## config.mk

```make
export PLATFORM = sky130hd
export DESIGN_NAME = ser_prog_bank
export DESIGN_NICKNAME = d
export VERILOG_FILES = /design/src/rtl/spb_pkg.sv /design/src/rtl/spb_sync.sv /design/src/rtl/spb_shifter.sv /design/src/rtl/spb_bank.sv /design/src/rtl/ser_prog_bank.sv
export SDC_FILE = /design/constraint.sdc
export NUM_CORES = 1
export LEC_CHECK = 0
export BUFFER_PORTS_ARGS = -buffer_cell sky130_fd_sc_hd__buf_2
export CAP_MARGIN = 15
export CORE_ASPECT_RATIO = 1.1
export CORE_MARGIN = 2
export CORE_UTILIZATION = 40
export CTS_BUF_LIST = sky130_fd_sc_hd__clkbuf_16
export CTS_CLUSTER_DIAMETER = 100
export CTS_CLUSTER_SIZE = 14
export DETAILED_ROUTE_END_ITERATION = 6
export MAX_ROUTING_LAYER = met4
export PLACE_DENSITY = 0.59
export SKIP_LAST_GASP = 1
export SLEW_MARGIN = 20
export SYNTH_ARGS = -nofsm -noshare
export SYNTH_HDL_FRONTEND = slang
export SYNTH_SLANG_ARGS = --single-unit
```

## constraint.sdc

```tcl
create_clock -name clk -period 2.3 [get_ports clk]
set_input_delay 0.23 -clock clk [delete_from_list [all_inputs] [get_ports clk]]
set_output_delay 0.23 -clock clk [all_outputs]
set_load 0.01 [all_outputs]
```

## src/rtl/spb_pkg.sv

```systemverilog
package spb_pkg;
  localparam int unsigned SPB_DATA_W    = 15;
  localparam int unsigned SPB_ADDR_W    = 3;
  localparam int unsigned SPB_NUM_WORDS = 6;
  localparam int unsigned SPB_FRAME_W   = SPB_DATA_W + SPB_ADDR_W;
endpackage

```

## src/rtl/spb_sync.sv

```systemverilog
module spb_sync #(
  parameter int unsigned W = 3
) (
  input  logic         clk,
  input  logic         rst_n,
  input  logic [W-1:0] d_i,
  output logic [W-1:0] q_o
);
  logic [W-1:0] meta_q;
  logic [W-1:0] sync_q;

  always_ff @(posedge clk or negedge rst_n) begin
    if (!rst_n) begin
      meta_q <= '0;
      sync_q <= '0;
    end else begin
      meta_q <= d_i;
      sync_q <= meta_q;
    end
  end

  assign q_o = sync_q;
endmodule

```

## src/rtl/spb_shifter.sv

```systemverilog
module spb_shifter #(
  parameter int unsigned DATA_W = 15,
  parameter int unsigned ADDR_W = 3
) (
  input  logic              clk,
  input  logic              rst_n,
  input  logic              sdat_s_i,
  input  logic              sclk_s_i,
  input  logic              en_s_i,
  output logic              commit_o,
  output logic [ADDR_W-1:0] addr_o,
  output logic [DATA_W-1:0] data_o
);
  localparam int unsigned FW    = DATA_W + ADDR_W;
  localparam int unsigned CNT_W = $clog2(FW + 2);
  localparam logic [CNT_W-1:0] CNT_MAX  = CNT_W'(FW + 1);
  localparam logic [CNT_W-1:0] CNT_FULL = CNT_W'(FW);

  logic          sclk_q, en_q;
  logic [FW-1:0] shreg_q, shreg_n;
  logic [CNT_W-1:0] cnt_q, cnt_n;
  logic          sclk_fall, en_fall;

  assign sclk_fall = sclk_q & ~sclk_s_i;
  assign en_fall   = en_q & ~en_s_i;

  always_comb begin
    shreg_n = shreg_q;
    cnt_n   = cnt_q;
    if (!en_s_i) begin
      shreg_n = '0;
      cnt_n   = '0;
    end else if (sclk_fall) begin
      shreg_n = {shreg_q[FW-2:0], sdat_s_i};
      if (cnt_q != CNT_MAX) cnt_n = cnt_q + 1'b1;
    end
  end

  always_ff @(posedge clk or negedge rst_n) begin
    if (!rst_n) begin
      sclk_q  <= 1'b0;
      en_q    <= 1'b0;
      shreg_q <= '0;
      cnt_q   <= '0;
    end else begin
      sclk_q  <= sclk_s_i;
      en_q    <= en_s_i;
      shreg_q <= shreg_n;
      cnt_q   <= cnt_n;
    end
  end

  assign commit_o = en_fall && (cnt_q == CNT_FULL);
  assign addr_o   = shreg_q[ADDR_W-1:0];
  assign data_o   = shreg_q[FW-1:ADDR_W];


  cnt_clear_chk: assert property (@(posedge clk) disable iff (!rst_n)
    !en_s_i |=> (cnt_q == '0) && (shreg_q == '0));


  rise_noshift_chk: assert property (@(posedge clk) disable iff (!rst_n)
    (en_s_i && !sclk_q && sclk_s_i) |=> $stable(shreg_q));


  cnt_sat_chk: assert property (@(posedge clk) disable iff (!rst_n)
    cnt_q <= CNT_MAX);
endmodule

```

## src/rtl/spb_bank.sv

```systemverilog
module spb_bank #(
  parameter int unsigned DATA_W    = 15,
  parameter int unsigned ADDR_W    = 3,
  parameter int unsigned NUM_WORDS = 6
) (
  input  logic                        clk,
  input  logic                        rst_n,
  input  logic                        commit_i,
  input  logic [ADDR_W-1:0]           addr_i,
  input  logic [DATA_W-1:0]           data_i,
  output logic [NUM_WORDS*DATA_W-1:0] words_o
);
  for (genvar i = 0; i < NUM_WORDS; i++) begin : g_word
    logic              wr_en;
    logic [DATA_W-1:0] word_q, word_n;

    assign wr_en = commit_i && (addr_i == ADDR_W'(i));

    always_comb begin
      word_n = word_q;
      if (wr_en) word_n = data_i;
    end

    always_ff @(posedge clk or negedge rst_n) begin
      if (!rst_n) word_q <= '0;
      else        word_q <= word_n;
    end

    assign words_o[i*DATA_W +: DATA_W] = word_q;


    word_load_chk: assert property (@(posedge clk) disable iff (!rst_n)
      (commit_i && addr_i == ADDR_W'(i)) |=> word_q == $past(data_i));
  end


  bank_hold_chk: assert property (@(posedge clk) disable iff (!rst_n)
    !commit_i |=> $stable(words_o));


  unmapped_chk: assert property (@(posedge clk) disable iff (!rst_n)
    (commit_i && addr_i >= ADDR_W'(NUM_WORDS)) |=> $stable(words_o));
endmodule

```

## src/rtl/ser_prog_bank.sv

```systemverilog
module ser_prog_bank
  import spb_pkg::*;
#(
  parameter int unsigned DATA_W    = SPB_DATA_W,
  parameter int unsigned ADDR_W    = SPB_ADDR_W,
  parameter int unsigned NUM_WORDS = SPB_NUM_WORDS
) (
  input  logic                        clk,
  input  logic                        rst_n,
  input  logic                        ser_data_i,
  input  logic                        ser_clk_i,
  input  logic                        ser_en_i,
  output logic [NUM_WORDS*DATA_W-1:0] words_o
);
  logic [2:0]        sync_q;
  logic              commit;
  logic [ADDR_W-1:0] addr;
  logic [DATA_W-1:0] data;

  spb_sync #(.W(3)) u_sync (
    .clk   (clk),
    .rst_n (rst_n),
    .d_i   ({ser_data_i, ser_clk_i, ser_en_i}),
    .q_o   (sync_q)
  );

  spb_shifter #(.DATA_W(DATA_W), .ADDR_W(ADDR_W)) u_shift (
    .clk      (clk),
    .rst_n    (rst_n),
    .sdat_s_i (sync_q[2]),
    .sclk_s_i (sync_q[1]),
    .en_s_i   (sync_q[0]),
    .commit_o (commit),
    .addr_o   (addr),
    .data_o   (data)
  );

  spb_bank #(.DATA_W(DATA_W), .ADDR_W(ADDR_W), .NUM_WORDS(NUM_WORDS)) u_bank (
    .clk      (clk),
    .rst_n    (rst_n),
    .commit_i (commit),
    .addr_i   (addr),
    .data_i   (data),
    .words_o  (words_o)
  );
endmodule

```

==> summary.txt <==
Outcome
  • Status: finished, final reports clean

Synth
  • Most common flop cell mapped by yosys: dfrtp_1
  • Dominant cells by area after synthesis: dfrtp_1 65%, mux2_2 19%, nand2_1 3.3%, mux2_4 3.2%, a21oi_1 2.4%
  • Most frequent cell after synthesis: dfrtp_1
  • Warnings from Yosys: 0
  • Net Count, Synth: 326
  • Mean post-synth cell area: 14.60 um^2
  • Number of synthesized flops with an enable pin: 0
  • Flops & latches, synth: 121
  • Ys async rst share: 1.000
  • Top cell type's share of synthesized area: 0.6500
  • Yosys cell types: 29
  • Most instantiated cells after synthesis: 121 x dfrtp_1, 80 x mux2_2, 41 x nand2_1
  • Mapped cell area: 0.004658 mm^2
  • Yosys top cell by area: dfrtp_1
  • Sequential share of the synthesized area: 0.6500
  • Mapped Cells: 319

STA
  • Max-slew headroom: 0.5455
  • Unrepaired setup endpoints after global routing: false
  • Final setup TNS: 0 ns
  • Pins over their slew limit: 0
  • Hold WS: 0.3453 ns
  • Setup WS post-layout: 0.2838 ns
  • Fin crit share: 0.8766
  • Final Setup Violations: 0
  • Setup Skew: 0.01012 ns
  • Worst-Margin Slew: 0.6810 ns
  • Crit path time final: 2.016 ns
  • F_max: 0.4960 GHz
  • Count of final hold-check violations: 0

Clock tree
  • PostCTS Resize Cnt: 0
  • Clock Pin Slew Worst Setup and Hold Paths: 0.05 ns
  • CTS Buf Count: 17
  • H-Tree Depth: 4
  • CTS Root Cell: clkbuf_16
  • Insertion delay to the later sink of the worst-skew pair: 0.40 ns
  • Bufs on Longest Clock Path: 2
  • TritonCTS clock tree: built
  • Sink Count: 121

Power and ir drop
  • Leak: 3.256 nW
  • Design Power: 4.776 mW
  • P per Cell Area: 796.6 mW/mm^2
  • VDD IR max: 0.0003676 V
  • Reg power frac: 0.450
  • Cell Int Power: 3.830 mW
  • Net Sw Frac: 0.1981
  • Net switching power: 946.3 uW
  • Combinational share of power: 0.019
  • Clock power share: 0.531

Layout
  • ANT cells: 0
  • Non-filler cells in the finished layout: 603
  • Multi-input combinational cell area: 0.001535 mm^2
  • Final net count: 447
  • Fin util: 0.5241
  • Layout area overhead: 28.71%
  • Register area: 0.003028 mm^2
  • # fillers: 1014
  • Fraction of layout cells with a size suffix above 1: 0.5077
  • Final Cell Area: 0.005996 mm^2

Place
  • Cells after DPL: 567
  • Buffers on Ports: 94
  • Final HPWL DP: 6.650 mm
  • Worst slack at placement: 0.2515 ns
  • Placed instance area: 0.005386 mm^2
  • Gpl congestion: 0.7642

Route
  • TritonRoute pass-1 iters: 5
  • Initial drt markers: 106
  • Post-route ant nets: 0
  • DR DRC count: 0
  • Wire per inst: 16.06 um
  • Via/cell ratio: 4.905
  • WL final: 9.685 mm
  • DR vias: 2958

Setup path
  • Crit. End Element: flop
  • Largest fanout on the critical path: 6
  • WP data required: 2.58 ns
  • Crit-path max cell delay: 0.47 ns
  • Startpoint types: flop
  • Max stage delay cell, worst path: nor4_4
  • Arr. time, crit path: 2.30 ns
  • Family with the most delay on the worst path: simple AND/OR/NAND/NOR gates
  • Kind of critical path: flop to flop
  • Crit-path cells: or3b_4 > nor4_4 > buf_4 > mux2_2
  • CP Buf/Inv Count: 1

GRT
  • Pin count of the biggest net entering global routing: 51
  • GRT Overall Usage: 0.1712
  • Gr ovfl total: 0
  • Initial antenna violation count: 0
  • Vias in the first global route: 3000
  • First-pass GRT wire length: 15.70 mm

Floorplanning
  • Count of boundary I/O pins: 95
  • Placeable Area: 0.01144 mm^2
  • Initial Util: 0.4072
  • Die width: 106.9 um
  • Die ar.: 0.01253 mm^2
  • Row count: 41
  • Die Y: 117.2 um

Run
  • Max-cap viol count: 0

Hold path
  • Min-Delay Path Class: flop to flop
worst paths after layout:
kind                                                   start                                       to  slack [ns]  cells past startpoint
worst max-delay path            u_shift.cnt_q[2]$_DFFE_PN0P_   u_bank.g_word[4].word_q[4]$_DFFE_PN0P_        0.28                      4
worst min-delay path              u_sync.meta_q[2]$_DFF_PN0_                  u_sync.q_o[2]$_DFF_PN0_        0.35                      0
worst max register to register  u_shift.cnt_q[2]$_DFFE_PN0P_   u_bank.g_word[4].word_q[4]$_DFFE_PN0P_        0.28                      4
worst min register to register    u_sync.meta_q[2]$_DFF_PN0_                  u_sync.q_o[2]$_DFF_PN0_        0.35                      0
max in group asynchronous                              rst_n  u_bank.g_word[4].word_q[13]$_DFFE_PN0P_        1.22                      3
min in group asynchronous                              rst_n   u_bank.g_word[5].word_q[6]$_DFFE_PN0P_        0.39                      2
power by group through the flow:
stage	sequential (mW)	combinational, mW	clock (mW)
floorplan	2.19	0.0247	0
global placement	2.19	0.0865	0
detailed placement	2.19	0.0880	0
CTS	2.15	0.0933	2.59
global route	2.15	0.105	2.68
finish	2.15	0.0893	2.54
what timing repair did:
item | 4_1_cts | 5_1_grt
endpoints found under the hold margin | 49 | 0
hold buffers | 4 | 0
setup buffers | 0 | 0
area by class of cell:
type	count	share of cell area
flip-flops and latches	121	0.5050
multi-input cells	180	0.2561
repair buffers	116	0.1102
clock buffers	17	0.07095
well taps	150	0.03130
clock inverters	15	0.02400
inverters	4	0.002504
per-layer routing:
layer | track usage | routed length [um] | vias up
li1 | - | - | 1358
met1 | 0.2241 | 4519 | 1517
met2 | 0.2607 | 4668 | 73
met3 | 0.04540 | 392 | 10
met4 | 0.05974 | 105 | 0
met5 | - | 0 | -
flip-flops by register name (all words and copies together) (netlist names):
name,cells
u_sync.meta_q,3
u_shift.shreg_q,18
u_shift.cnt_q,5
u_sync.q_o,3
u_shift.sclk_q,1
u_bank.g_word.word_q,90
u_shift.en_q,1
placed cells by master (no fill, tap or decap), types with 3 or more instances in the layout:
master | synthesis | routed
a21oi_1 | 22 | 22
dfrtp_1 | 121 | 121
buf_2 | 3 | 93
mux2_2 | 80 | 80
bufinv_16 | 0 | 3
nand2_1 | 41 | 41
dlygate4sd3_1 | 0 | 4
mux2_4 | 10 | 10
clkinv_1 | 0 | 3
clkbuf_16 | 0 | 17
buf_4 | 0 | 18
clkinv_2 | 0 | 4
o21ai_0 | 3 | 3
inv_1 | 4 | 8
nand2b_1 | 3 | 3
kinds of logic (layout without fill, tap and decap cells):
kind of cell | after synthesis | count (layout) | share of synthesized area
flops | 121 | 121 | 0.6500
mux | 92 | 92 | 0.2299
simple gates | 61 | 61 | 0.06742
compound gates | 25 | 25 | 0.02686
buf+inv | 18 | 152 | 0.02041
fa+ha+maj | 2 | 2 | 0.005371
No activity file was read; power rests on OpenSTA's default activity.
